===== src/rtl/clu_pkg.sv =====
package clu_pkg;
    typedef enum logic [1:0] {
        LK_PLAIN    = 2'b00,
        LK_WHILE_EQ = 2'b01,
        LK_WHILE_NE = 2'b10,
        LK_RSVD     = 2'b11
    } loop_kind_e;

    typedef enum logic {
        ST_IDLE   = 1'b0,
        ST_REPORT = 1'b1
    } ctrl_state_e;
endpackage


===== src/rtl/clu_decide.sv =====
module clu_decide
    import clu_pkg::*;
#(
    parameter int CNT_W = 16
) (
    input  logic [CNT_W-1:0] cnt,
    input  logic             zf,
    input  loop_kind_e       kind,
    output logic [CNT_W-1:0] cnt_dec,
    output logic             go
);
    logic nz;

    always_comb begin
        cnt_dec = cnt - CNT_W'(1);
        nz      = |cnt_dec;
        unique case (kind)
            LK_PLAIN:    go = nz;
            LK_WHILE_EQ: go = nz & zf;
            LK_WHILE_NE: go = nz & ~zf;
            default:     go = 1'b0;
        endcase
    end
endmodule


===== src/rtl/clu_target.sv =====
module clu_target #(
    parameter int IP_W   = 16,
    parameter int LEN_W  = 4,
    parameter int DISP_W = 8
) (
    input  logic [IP_W-1:0]   ip,
    input  logic [LEN_W-1:0]  len,
    input  logic [DISP_W-1:0] disp,
    output logic [IP_W-1:0]   seq_ip,
    output logic [IP_W-1:0]   jmp_ip
);
    localparam int PAD_LEN  = IP_W - LEN_W;
    localparam int PAD_DISP = IP_W - DISP_W;

    always_comb begin
        seq_ip = ip + {{PAD_LEN{1'b0}}, len};
        jmp_ip = seq_ip + {{PAD_DISP{disp[DISP_W-1]}}, disp};
    end
endmodule


===== src/rtl/clu_ctrl.sv =====
module clu_ctrl
    import clu_pkg::*;
#(
    parameter int CNT_W     = 16,
    parameter int IP_W      = 16,
    parameter int CYC_W     = 5,
    parameter int TAKEN_CYC = 17,
    parameter int FALL_CYC  = 5
) (
    input  logic             clk,
    input  logic             rst_n,
    input  logic             start,
    input  logic [CNT_W-1:0] cnt_dec,
    input  logic             go,
    input  logic [IP_W-1:0]  seq_ip,
    input  logic [IP_W-1:0]  jmp_ip,
    input  logic             zf,
    output logic             done,
    output logic [CNT_W-1:0] count_q,
    output logic             taken_q,
    output logic [IP_W-1:0]  ip_q,
    output logic [CYC_W-1:0] cyc_q,
    output logic             zf_q
);
    ctrl_state_e state, state_nx;

    always_comb begin
        unique case (state)
            ST_IDLE:   state_nx = start ? ST_REPORT : ST_IDLE;
            ST_REPORT: state_nx = start ? ST_REPORT : ST_IDLE;
            default:   state_nx = ST_IDLE;
        endcase
    end

    always_ff @(posedge clk) begin
        if (!rst_n) state <= ST_IDLE;
        else        state <= state_nx;
    end

    always_ff @(posedge clk) begin
        if (!rst_n) begin
            count_q <= '0;
            taken_q <= 1'b0;
            ip_q    <= '0;
            cyc_q   <= '0;
            zf_q    <= 1'b0;
        end else if (start) begin
            count_q <= cnt_dec;
            taken_q <= go;
            ip_q    <= go ? jmp_ip : seq_ip;
            cyc_q   <= go ? CYC_W'(TAKEN_CYC) : CYC_W'(FALL_CYC);
            zf_q    <= zf;
        end
    end

    assign done = (state == ST_REPORT);

    p_done_after_start_r9: assert property (@(posedge clk) disable iff (!rst_n)
        start |=> done);
    p_done_needs_start_r9: assert property (@(posedge clk) disable iff (!rst_n)
        !start |=> !done);
    p_hold_idle_r9: assert property (@(posedge clk) disable iff (!rst_n)
        !start |=> ($stable(count_q) && $stable(ip_q) && $stable(taken_q)));
    p_cost_r7: assert property (@(posedge clk) disable iff (!rst_n)
        done |-> (cyc_q == (taken_q ? CYC_W'(TAKEN_CYC) : CYC_W'(FALL_CYC))));
endmodule


===== src/rtl/counted_loop_unit.sv =====
module counted_loop_unit
    import clu_pkg::*;
#(
    parameter int IP_W      = 16,
    parameter int CNT_W     = 16,
    parameter int LEN_W     = 4,
    parameter int DISP_W    = 8,
    parameter int TAKEN_CYC = 17,
    parameter int FALL_CYC  = 5,
    localparam int CYC_W    = $clog2(TAKEN_CYC + 1)
) (
    input  logic              clk,
    input  logic              rst_n,
    input  logic              start,
    input  logic [IP_W-1:0]   ip_in,
    input  logic [LEN_W-1:0]  ins_len,
    input  logic [DISP_W-1:0] disp,
    input  logic [CNT_W-1:0]  count_in,
    input  logic              zf_in,
    input  logic [1:0]        variant,
    output logic              done,
    output logic [CNT_W-1:0]  count_out,
    output logic              taken,
    output logic [IP_W-1:0]   next_ip,
    output logic [CYC_W-1:0]  cycles,
    output logic              zf_out
);
    logic [CNT_W-1:0] cnt_dec;
    logic             go;
    logic [IP_W-1:0]  seq_ip, jmp_ip;

    clu_decide #(.CNT_W(CNT_W)) u_decide (
        .cnt     (count_in),
        .zf      (zf_in),
        .kind    (loop_kind_e'(variant)),
        .cnt_dec (cnt_dec),
        .go      (go)
    );

    clu_target #(.IP_W(IP_W), .LEN_W(LEN_W), .DISP_W(DISP_W)) u_target (
        .ip     (ip_in),
        .len    (ins_len),
        .disp   (disp),
        .seq_ip (seq_ip),
        .jmp_ip (jmp_ip)
    );

    clu_ctrl #(
        .CNT_W(CNT_W), .IP_W(IP_W), .CYC_W(CYC_W),
        .TAKEN_CYC(TAKEN_CYC), .FALL_CYC(FALL_CYC)
    ) u_ctrl (
        .clk     (clk),
        .rst_n   (rst_n),
        .start   (start),
        .cnt_dec (cnt_dec),
        .go      (go),
        .seq_ip  (seq_ip),
        .jmp_ip  (jmp_ip),
        .zf      (zf_in),
        .done    (done),
        .count_q (count_out),
        .taken_q (taken),
        .ip_q    (next_ip),
        .cyc_q   (cycles),
        .zf_q    (zf_out)
    );

    p_count_dec_r1: assert property (@(posedge clk) disable iff (!rst_n)
        start |=> (count_out == $past(count_in) - CNT_W'(1)));
    p_flag_kept_r8: assert property (@(posedge clk) disable iff (!rst_n)
        start |=> (zf_out == $past(zf_in)));
    p_rsvd_never_r5: assert property (@(posedge clk) disable iff (!rst_n)
        (start && variant == 2'b11) |=> !taken);
    p_zero_stop_r2: assert property (@(posedge clk) disable iff (!rst_n)
        (start && count_in == CNT_W'(1)) |=> !taken);
    p_fall_ip_r6: assert property (@(posedge clk) disable iff (!rst_n)
        (done && !taken) |-> (next_ip == $past(ip_in) + IP_W'($past(ins_len))));
endmodule


===== config.mk =====
export PLATFORM = sky130hd
export DESIGN_NAME = counted_loop_unit
export DESIGN_NICKNAME = d
export VERILOG_FILES = /design/src/rtl/clu_pkg.sv /design/src/rtl/clu_decide.sv /design/src/rtl/clu_target.sv /design/src/rtl/clu_ctrl.sv /design/src/rtl/counted_loop_unit.sv
export SDC_FILE = /design/constraint.sdc
export NUM_CORES = 1
export LEC_CHECK = 0
export CAP_MARGIN = 10
export CORE_UTILIZATION = 52
export CTS_CLUSTER_SIZE = 24
export DETAILED_ROUTE_END_ITERATION = 6
export PLACE_DENSITY = 0.93
export SLEW_MARGIN = 15
export SYNTH_ARGS = -nofsm -noshare
export SYNTH_HDL_FRONTEND = slang
export SYNTH_SLANG_ARGS = --single-unit

===== constraint.sdc =====
create_clock -name clk -period 11.23 [get_ports clk]
set_clock_uncertainty 0.1 [all_clocks]
set_input_delay 2.246 -clock clk [delete_from_list [all_inputs] [get_ports clk]]
set_output_delay 2.246 -clock clk [all_outputs]
set_load 0.005 [all_outputs]

==> impl_results.md <==
- Status: completed
- EDFF count, synth: 0
- Clk sink count: 37
- Critical Path AT: between 5 and 6 ns
- Async S/R FF share, synth: 0
- Slowest CP cell: or4_1
- Critical path start-end classification: primary input to flip-flop
- Total grt overflow: 0
- Fin util: 0.714
- IO Pins: 90
- Max-Slew Margin vs Limit: 0.246
- Clock Tree Root: clkbuf_8
- Hold Vio Cnt, Final: 0
- DRT Wirelength: around 7300 um
- # rows: 27
- DR iter-0 viols: between 200 and 250
- Clock power share: 0.230
- Yosys reg bits: 37
- CTS tree: built
- Critical path's largest stage delay: ~0.48 ns
- N_diodes: 0
- Reg power frac: 0.369
- Clock transition at path regs: about 0.080 ns
- First-pass GRT wire length: 12100 um
- Avg WL per Cell: ~15 um
- Die width: around 78 um
- Largest net degree at the start of global routing: between 60 and 70
- RSZ-0062 raised after global routing: false
- Initial antenna violation count: 0
- Dpl cell area: 3870 um^2
- Most common cell after layout, fill and taps aside: clkdlybuf4s50_1
- Switching power share of the total: 0.332
- R2r worst-path depth: 2
- Combinational share of power: 0.401
- Max frequency: 174 MHz
- Die Footprint: approximately 6100 um^2
- Mean Syn Cell Area: about 8.6 um^2
- Synth warnings: 0
- Drt pass-1 iters: 4
- Share of cells above drive strength 1: 0.0462
- Tot Pwr: 0.402 mW
- RR Startpoint: u_ctrl.ip_q[8]
- Crit start category: primary input
- Cell Chain, Critical Path: clkdlybuf4s50_1 -> ha_1 -> fa_1 -> a21o_1 -> a21oi_1 -> nand2b_1 -> nor2_1 -> xor2_1 -> ha_1 -> nand2_1 -> o21ai_0 -> a41oi_1 -> a21oi_1 -> mux2i_1 -> or4_1 -> nand4_1
- Hold Crit Class: flip-flop to flip-flop
- Synth unique cells: 54
- Via density: between 5 and 6
- PortBufs: a little under 90
- Post-Synthesis Cell Area: between 3000 and 4000 um^2
- PostCTS Resize Cnt: 0
- Hold Crit Depth: 1
- Min cycle time layout: ~5.7 ns
- Worst slew pin tran: between 1 and 1.5 ns
- Fin Hold WS: 0.364 ns
- Most frequent cells in the layout: clkdlybuf4s50_1, dfxtp_1, a21oi_1
- Antenna-violating nets left: 0
- Post-CTS Setup Inserts: 0
- Fin crit share: 0.512
- Switching power total: 0.133 mW
- Hold EP: u_ctrl.cyc_q[0]
- Crit Path Max Fanout: 5
- NumNets Final: 511
- CTS Buffer Depth: 2
- Die Ht: 78.3 um
- Final max-slew violation count: 0
- Maxcap violations: 0
- Post-route cell area: just under 4000 um^2
- PwrDens: approximately 100 nW/um^2
- Hold Buf Count CTS: 0
- CTS buffer count: 5
- CP Buf/Inv Count: 1
- Vias: 2874
- Initial Util: 0.546
- Beginning of the worst hold path: u_ctrl.cyc_q[0]
- Final HPWL DP: around 5600 um
- Sequential-to-total area share from yosys stat: 0.245
- Crit-path leading delay family: compound AO/OA/AOI/OAI gates
- Worst vdd ir: 0.0000662 V
- DRC viols: 0
- All-Layer GR Usage: 0.247
- Leakage Power: roughly 1.6 nW
- Reg-to-reg endpoint: u_ctrl.ip_q[8]
- CORE AREA: about 5500 um^2
- Htree depth: 2
- Cell internal pwr: 0.269 mW
- Number of global-route vias before repair: roughly 2800
- Setup violations, final: 0
- TNS Setup: 0 ns
- Crit path capture type: flip-flop
- Ys flop type: dfxtp_1
- Syn Inst Count: about 350
- Critical path required time: approximately 11 ns
- Area grow syn2layout: 30.7%
- Worst-skew pair later-pin latency: around 0.29 ns
- R2R Setup Slk: roughly 10 ns
- RePlAce Congestion: slightly below 0.9
synth_stat cells (all sizes together), types with 3 or more instances:
cell type | number | area [um^2]
nand4 | 6 | 37.5
a211oi | 5 | 37.5
nor3 | 6 | 41.3
dfxtp | 37 | 741
o21ai | 22 | 110
o211ai | 7 | 57.6
nor2 | 24 | 90.1
nor4 | 3 | 33.8
a21o | 5 | 37.5
nand3 | 10 | 50.1
or3 | 3 | 20.0
mux2i | 19 | 190
inv | 7 | 26.3
xnor2 | 20 | 175
ha | 27 | 338
a21oi | 31 | 159
nand3b | 8 | 60.1
a311oi | 3 | 26.3
clkbuf | 10 | 47.5
nor2b | 3 | 18.8
buf | 8 | 83.8
xor2 | 19 | 166
nand2 | 30 | 115
o211a | 12 | 120
per-stage QoR:
stage / instances / setup slack [ns]
after CTS: 505 / 5.53
after floorplan: 354 / 5.97
after global routing: 505 / 5.24
after global placement: 497 / 5.32
final: 505 / 5.48
after detailed placement: 497 / 5.23
metal layers:
layer / track usage / vias to the layer above / wire length, um
met1: 0.299 / 1326 / 3230
met3: 0.0419 / 6 / 371
met4: 0.0741 / 0 / 71
li1: - / 1441 / -
met5: 0 / - / 0
met2: 0.443 / 101 / 3660
sequential cells by signal, indices dropped and copies added, names as in the netlist:
name / cells
u_ctrl.count_q: 16
u_ctrl.ip_q: 16
u_ctrl.cyc_q: 3
u_ctrl.done: 1
u_ctrl.zf_q: 1
worst max-delay path by stage:
stage | from | endpoint | slack, ns | cells past startpoint
6_report | ip_in[0] | u_ctrl.ip_q[15] | 5.48 | 16
5_1_grt | ip_in[1] | u_ctrl.ip_q[15] | 5.24 | 15
4_1_cts | ip_in[0] | u_ctrl.ip_q[15] | 5.53 | 15
3_5_place_dp | ip_in[0] | u_ctrl.ip_q[15] | 5.23 | 15
3_3_place_gp | ip_in[0] | u_ctrl.ip_q[15] | 5.32 | 16
2_1_floorplan | ip_in[0] | u_ctrl.ip_q[15] | 5.97 | 15
area by class of cell:
cell class / count / area [um^2]
multi-input cells: 292 / 2130
fillers: 425 / 1590
repair buffers: 89 / 881
flip-flops and latches: 37 / 741
well taps: 72 / 90.1
clock buffers: 5 / 68.8
inverters: 7 / 26.3
clock inverters: 3 / 17.5
power groups by stage:
stage | clock network, mW | logic, mW | registers (mW)
3_3_place_gp | 0 | 0.154 | 0.151
5_1_grt | 0.100 | 0.176 | 0.150
6_report | 0.0925 | 0.161 | 0.149
3_5_place_dp | 0 | 0.159 | 0.152
4_1_cts | 0.0948 | 0.160 | 0.149
2_1_floorplan | 0 | 0.0977 | 0.152
kinds of logic (layout without fill, tap and decap cells):
group,Yosys count,count (layout),share of synthesized area
XOR/XNOR,39,39,0.113
adder cells (fa/ha/maj),29,29,0.125
flip-flops,37,37,0.245
AND/OR/NAND/NOR,106,106,0.189
buffers and inverters,25,104,0.0521
multiplexers,19,19,0.0629
other,1,2,0.00124
AO/OA/AOI/OAI,97,97,0.212
(Power assumes the default switching activity.)
